[src/rtl/cfg_idsel_pkg.sv]
// Shared types for the configuration cycle decoder.
// Assumes a 4-bit command/byte-enable bus during the address phase.
package cfg_idsel_pkg;

    // Command codes driven during a configuration address phase.
    typedef enum logic [3:0] {
        CMD_CFG_READ  = 4'b1010,
        CMD_CFG_WRITE = 4'b1011
    } cfg_cmd_e;

    // Address-phase type marker in the two lowest address bits.
    localparam logic [1:0] TYPE0_MARK = 2'b00;

endpackage

[src/rtl/idsel_line_decoder.sv]
// Decodes a device number into one select line among the upper address
// bits, and reports whether the device number has a line at all.
// Assumes SEL_LSB < AD_W; the line count is AD_W - SEL_LSB.
module idsel_line_decoder #(
    parameter int DEV_W   = 5,
    parameter int AD_W    = 32,
    parameter int SEL_LSB = 16
) (
    input  logic [DEV_W-1:0]          dev,
    output logic [AD_W-SEL_LSB-1:0]   sel_lines,
    output logic                      in_range
);
    localparam int NUM_LINES = AD_W - SEL_LSB;
    localparam logic [DEV_W:0] LINE_LIMIT = (DEV_W+1)'(NUM_LINES);

    // One comparator per select line.
    for (genvar i = 0; i < NUM_LINES; i++) begin : g_line
        assign sel_lines[i] = (dev == DEV_W'(i));
    end

    // Device numbers past the last line cannot be placed on the bus.
    always_comb begin
        in_range = ({1'b0, dev} < LINE_LIMIT);
    end

endmodule

[src/rtl/cfg_addr_former.sv]
// Builds the address-phase word and the command code from the select
// lines, the function number, the register offset and the direction.
// Assumes the function field ends below SEL_LSB. The byte-lane bits of
// the register offset are not part of the address phase.
module cfg_addr_former
    import cfg_idsel_pkg::*;
#(
    parameter int FUNC_W  = 3,
    parameter int REG_W   = 8,
    parameter int AD_W    = 32,
    parameter int SEL_LSB = 16
) (
    input  logic [AD_W-SEL_LSB-1:0] sel_lines,
    input  logic [FUNC_W-1:0]       func,
    input  logic [REG_W-1:0]        regoff,
    input  logic                    write,
    output logic [AD_W-1:0]         ad,
    output logic [3:0]              cbe
);
    localparam int DW_W     = REG_W - 2;
    localparam int FUNC_LSB = 2 + DW_W;

    // Byte-lane bits belong to the data phase and are dropped here.
    logic unused_byte_lane;
    assign unused_byte_lane = ^regoff[1:0];

    // Place every field at its bit position; unused gaps stay zero.
    always_comb begin
        ad                          = '0;
        ad[AD_W-1:SEL_LSB]          = sel_lines;
        ad[FUNC_LSB +: FUNC_W]      = func;
        ad[2 +: DW_W]               = regoff[REG_W-1:2];
        ad[1:0]                     = TYPE0_MARK;
    end

    // Pick the configuration command from the direction flag.
    always_comb begin
        cbe = write ? CMD_CFG_WRITE : CMD_CFG_READ;
    end

endmodule

[src/rtl/cycle_issue_stage.sv]
// Registers the decoded address phase on acceptance and produces the
// one-cycle start or reject pulse. Holds the last good address phase
// across rejected requests. Assumes accept is already qualified by ready.
module cycle_issue_stage #(
    parameter int AD_W = 32
) (
    input  logic            clk,
    input  logic            rst_n,
    input  logic            accept,
    input  logic            in_range,
    input  logic [AD_W-1:0] ad_next,
    input  logic [3:0]      cbe_next,
    output logic            busy,
    output logic            cyc_start,
    output logic            cyc_reject,
    output logic [AD_W-1:0] cyc_ad,
    output logic [3:0]      cyc_cbe
);
    // Pulse flags and the busy marker for the issue cycle.
    always_ff @(posedge clk) begin
        if (!rst_n) begin
            busy       <= 1'b0;
            cyc_start  <= 1'b0;
            cyc_reject <= 1'b0;
        end else begin
            busy       <= accept;
            cyc_start  <= accept && in_range;
            cyc_reject <= accept && !in_range;
        end
    end

    // Address-phase register, loaded only by requests that fit the bus.
    always_ff @(posedge clk) begin
        if (!rst_n) begin
            cyc_ad  <= '0;
            cyc_cbe <= 4'b0000;
        end else if (accept && in_range) begin
            cyc_ad  <= ad_next;
            cyc_cbe <= cbe_next;
        end
    end

    AST_REJECT_HOLDS_AD: assert property (@(posedge clk) disable iff (!rst_n)
        cyc_reject |-> ($stable(cyc_ad) && $stable(cyc_cbe)));
    AST_START_ONE_CYCLE: assert property (@(posedge clk) disable iff (!rst_n)
        cyc_start |=> !cyc_start);
    AST_PULSES_EXCLUSIVE: assert property (@(posedge clk) disable iff (!rst_n)
        !(cyc_start && cyc_reject));

endmodule

[src/rtl/cfg_idsel_decoder.sv]
// Top of the configuration cycle decoder: takes one request per
// handshake, decodes the device select line, forms the address and
// command, and registers them for the following cycle.
// Assumes the downstream bus logic consumes the start pulse at once.
module cfg_idsel_decoder
    import cfg_idsel_pkg::*;
#(
    parameter int DEV_W   = 5,
    parameter int FUNC_W  = 3,
    parameter int REG_W   = 8,
    parameter int AD_W    = 32,
    parameter int SEL_LSB = 16
) (
    input  logic              clk,
    input  logic              rst_n,
    input  logic              req_valid,
    output logic              req_ready,
    input  logic [DEV_W-1:0]  req_dev,
    input  logic [FUNC_W-1:0] req_func,
    input  logic [REG_W-1:0]  req_reg,
    input  logic              req_write,
    output logic              cyc_start,
    output logic              cyc_reject,
    output logic [AD_W-1:0]   cyc_ad,
    output logic [3:0]        cyc_cbe
);
    localparam int NUM_LINES = AD_W - SEL_LSB;

    logic [NUM_LINES-1:0] sel_lines;
    logic                 in_range;
    logic [AD_W-1:0]      ad_next;
    logic [3:0]           cbe_next;
    logic                 busy;
    logic                 accept;

    // Ready drops for the issue cycle; acceptance is the handshake.
    always_comb begin
        req_ready = !busy;
        accept    = req_valid && req_ready;
    end

    idsel_line_decoder #(
        .DEV_W   (DEV_W),
        .AD_W    (AD_W),
        .SEL_LSB (SEL_LSB)
    ) u_line_dec (
        .dev       (req_dev),
        .sel_lines (sel_lines),
        .in_range  (in_range)
    );

    cfg_addr_former #(
        .FUNC_W  (FUNC_W),
        .REG_W   (REG_W),
        .AD_W    (AD_W),
        .SEL_LSB (SEL_LSB)
    ) u_former (
        .sel_lines (sel_lines),
        .func      (req_func),
        .regoff    (req_reg),
        .write     (req_write),
        .ad        (ad_next),
        .cbe       (cbe_next)
    );

    cycle_issue_stage #(
        .AD_W (AD_W)
    ) u_issue (
        .clk        (clk),
        .rst_n      (rst_n),
        .accept     (accept),
        .in_range   (in_range),
        .ad_next    (ad_next),
        .cbe_next   (cbe_next),
        .busy       (busy),
        .cyc_start  (cyc_start),
        .cyc_reject (cyc_reject),
        .cyc_ad     (cyc_ad),
        .cyc_cbe    (cyc_cbe)
    );

    AST_ONE_SELECT_LINE: assert property (@(posedge clk) disable iff (!rst_n)
        cyc_start |-> ($countones(cyc_ad[AD_W-1:SEL_LSB]) == 1));
    AST_TYPE0_LOW_BITS: assert property (@(posedge clk) disable iff (!rst_n)
        cyc_start |-> (cyc_ad[1:0] == 2'b00));
    AST_CONFIG_COMMAND: assert property (@(posedge clk) disable iff (!rst_n)
        cyc_start |-> (cyc_cbe[3:1] == 3'b101));
    AST_READY_GAP: assert property (@(posedge clk) disable iff (!rst_n)
        (req_valid && req_ready) |=> !req_ready);
    AST_IDLE_NO_PULSE: assert property (@(posedge clk) disable iff (!rst_n)
        !(req_valid && req_ready) |=> !(cyc_start || cyc_reject));

endmodule

[config.mk]
export PLATFORM = sky130hd
export DESIGN_NAME = cfg_idsel_decoder
export DESIGN_NICKNAME = d
export VERILOG_FILES = /design/src/rtl/cfg_idsel_pkg.sv /design/src/rtl/idsel_line_decoder.sv /design/src/rtl/cfg_addr_former.sv /design/src/rtl/cycle_issue_stage.sv /design/src/rtl/cfg_idsel_decoder.sv
export SDC_FILE = /design/constraint.sdc
export NUM_CORES = 1
export LEC_CHECK = 0
export ABC_AREA = 1
export BUFFER_PORTS_ARGS = -buffer_cell sky130_fd_sc_hd__clkbuf_2
export CORE_ASPECT_RATIO = 1.1
export CORE_MARGIN = 1
export CORE_UTILIZATION = 47
export DETAILED_ROUTE_END_ITERATION = 8
export PLACE_DENSITY_LB_ADDON = 0.1
export REMOVE_ABC_BUFFERS = 1
export SYNTH_ARGS = -nofsm -noshare
export SYNTH_HDL_FRONTEND = slang
export SYNTH_SLANG_ARGS = --single-unit
[constraint.sdc]
create_clock -name clk -period 1.15 [get_ports clk]
set_input_delay 0.115 -clock clk [delete_from_list [all_inputs] [get_ports clk]]
set_output_delay 0.115 -clock clk [all_outputs]
set_load 0.1 [all_outputs]
==> flow_summary.toml <==
[detailed_routing]
wl_um = 2590
viasPerCell = 4.33
drc_errors = 0
detail_route.wl_per_cell_um = 8.56
drt_first_pass_iters = 5
drtAntennaViolNets = 0
vias = 1311
initialDrtViolationCount = 28

[critical_path]
cp.required_ps = 1030
cp.depth = 1
critPathTopFamily = "flip-flops"
start_kind = "flop"
critPathMaxStageDelay_ps = 460
crit_path_end_kind = "primary output"
r2r_start = "u_issue.busy$_SDFF_PN0_"
path_max_fanout = 3
crit_chain = "buf_12"
cp.arrival_ps = 990
critPathSlowestCell = "dfxtp_1"
rr_endpoint = "u_issue.cyc_ad[29]$_SDFFE_PN0P_"
rr_worst_depth = 5
crit_type = "flop to primary output"
path_buf_inv = 1
reg2reg_slack_ps = 150

[sta]
setup_ws_ps = 46.5
max_freq_ghz = 0.906
timing.hold.ws_ps = 14.0
fin_tns_setup_ps = 0
setup_violations = 0
hold_violations = 0
fin_crit_ps = 1100
period_share_pct = 96.0
rsz0062_at_grt = "false"
clock_skew_ps = 4.04
slew_viol_final = 0

[yosys]
ys_ff_latch = 30
syn_inst = 220
seq_area_frac_synth_pct = 42.8
ys_types = 13
synth_top_area_share_pct = 42.8
avgSynthCellArea_um2 = 6.38
yosys-top-cells-area = "dfxtp_1 (43%), nor2_1 (18%), nand2_1 (17%)"
yosysTopAreaCell = "dfxtp_1"
synth-warning-count = 0
synthesis.area_um2 = 1400

[cells_and_area]
mostFrequentLayoutCell = "nor2_1"
fin_area_um2 = 2170
finish.utilization_pct = 77.4
final_nets = 291
final_cells = 303
syn_to_final_growth_pct = 54.6
layout_common_cells = "nor2_1 (67), nand2_1 (63), inv_1 (36)"
antenna_cells = 0
drive_above_1_share_pct = 22.6

[die]
die_x_um = 54.1
die_y_um = 59.3
ios = 59
rows = 20
die_area_um2 = 3210
core_area_um2 = 2800
initial_core_util_pct = 50.0

[status]
status = "finished clean"

[place]
pre_cts_slack_ps = 66.6
dp_hpwl_um = 2010
dpl_cell_area_um2 = 2090
io_buffers = 48
dpl.cell_count = 294
gp_congestion = 0.801

[global_routing]
antenna_found_initial = 0
grt_pass1_wl_um = 4230
grt_max_degree = 28
grt_usage_pct = 18.6
overflow = 0
grt_pass1_vias = 1051

[power]
p_per_area_nw_per_um2 = 1360
peakVddDrop_mv = 1.30
power_leakage_nw = 1.14
power_mw = 2.94

[clock_tree]
clk_pin_slew_ps = 80
worstSkewPairLatency_ps = 320
cts_sinks = 30
ctsResizeCount = 0
cts_buffers = 5
h-tree-depth = 2
root_buffer = "clkbuf_4"
clockBufferDepth = 2
tritoncts = "done"

[min_path]
min_path_type = "input pin to flop"
hold_start = "req_reg[5]"
holdPathEnd = "u_issue.cyc_ad[5]$_SDFFE_PN0P_"
holdPathStages = 3

[flow_run]
drv_cap = 0
==> layer usage <==
metal,GRT usage (%),vias up,wire [µm]
met2,31.2,45,1220
met3,7.69,6,186
met5,0,-,0
met4,8.79,0,39
li1,-,704,-
met1,19.8,556,1150
==> registers in the layout, summed over array words and instances, names as in the netlist <==
register / cells
u_issue.cyc_reject: 1
u_issue.cyc_start: 1
u_issue.cyc_cbe: 2
u_issue.busy: 1
u_issue.cyc_ad: 25
==> repair_timing <==
action | in CTS | in global routing
hold buffers | 1 | 0
setup endpoints to repair | 0 | 13
hold endpoints to repair | 1 | 0
buffers inserted | 0 | 2
==> power by group <==
| group | internal, mW | leakage [nW] | switching (mW) |
|---|---|---|---|
| sequential | 1.11 | 0.247 | 0.0665 |
| combinational | 0.368 | 0.860 | 0.800 |
| clock | 0.275 | 0.0302 | 0.325 |
==> layout make-up <==
type,count,area (µm²)
Sequential cell,30,601
Fill cell,215,634
Inverter,37,139
Multi-Input combinational cell,143,558
Timing Repair Buffer,54,778
Tap cell,33,41.3
Clock buffer,6,51.3
==> worst max-delay path by stage <==
stage	startpoint	slack [ps]	to
after floorplan	u_issue.cyc_cbe[1]$_SDFFE_PN0P_	-740	u_issue.cyc_cbe[1]$_SDFFE_PN0P_
after global placement	u_issue.busy$_SDFF_PN0_	90	u_issue.cyc_ad[21]$_SDFFE_PN0P_
after detailed placement	u_issue.busy$_SDFF_PN0_	70	u_issue.cyc_ad[29]$_SDFFE_PN0P_
after CTS	u_issue.cyc_cbe[1]$_SDFFE_PN0P_	40	cyc_cbe[3]
after global routing	u_issue.cyc_cbe[1]$_SDFFE_PN0P_	2	cyc_cbe[3]
final	u_issue.cyc_cbe[1]$_SDFFE_PN0P_	50	cyc_cbe[3]
==> cells in the mapped netlist <==
cell type,count
nand3_4,1
buf_4,11
inv_1,36
nand3_1,1
nand2_1,63
nor2_1,67
conb_1,1
inv_2,1
o21a_1,1
a21oi_1,2
buf_6,3
buf_2,3
dfxtp_1,30
==> kinds of logic after synthesis <==
logic type             count (synthesis)  synth area share, %
other                                  1                0.267
AOI/OAI and AO/OA                      3                 1.25
and+or+nand+nor                      132                 36.4
buffers and inverters                 54                 19.3
DFF                                   30                 42.8
No activity file was read; power rests on OpenSTA's default activity.
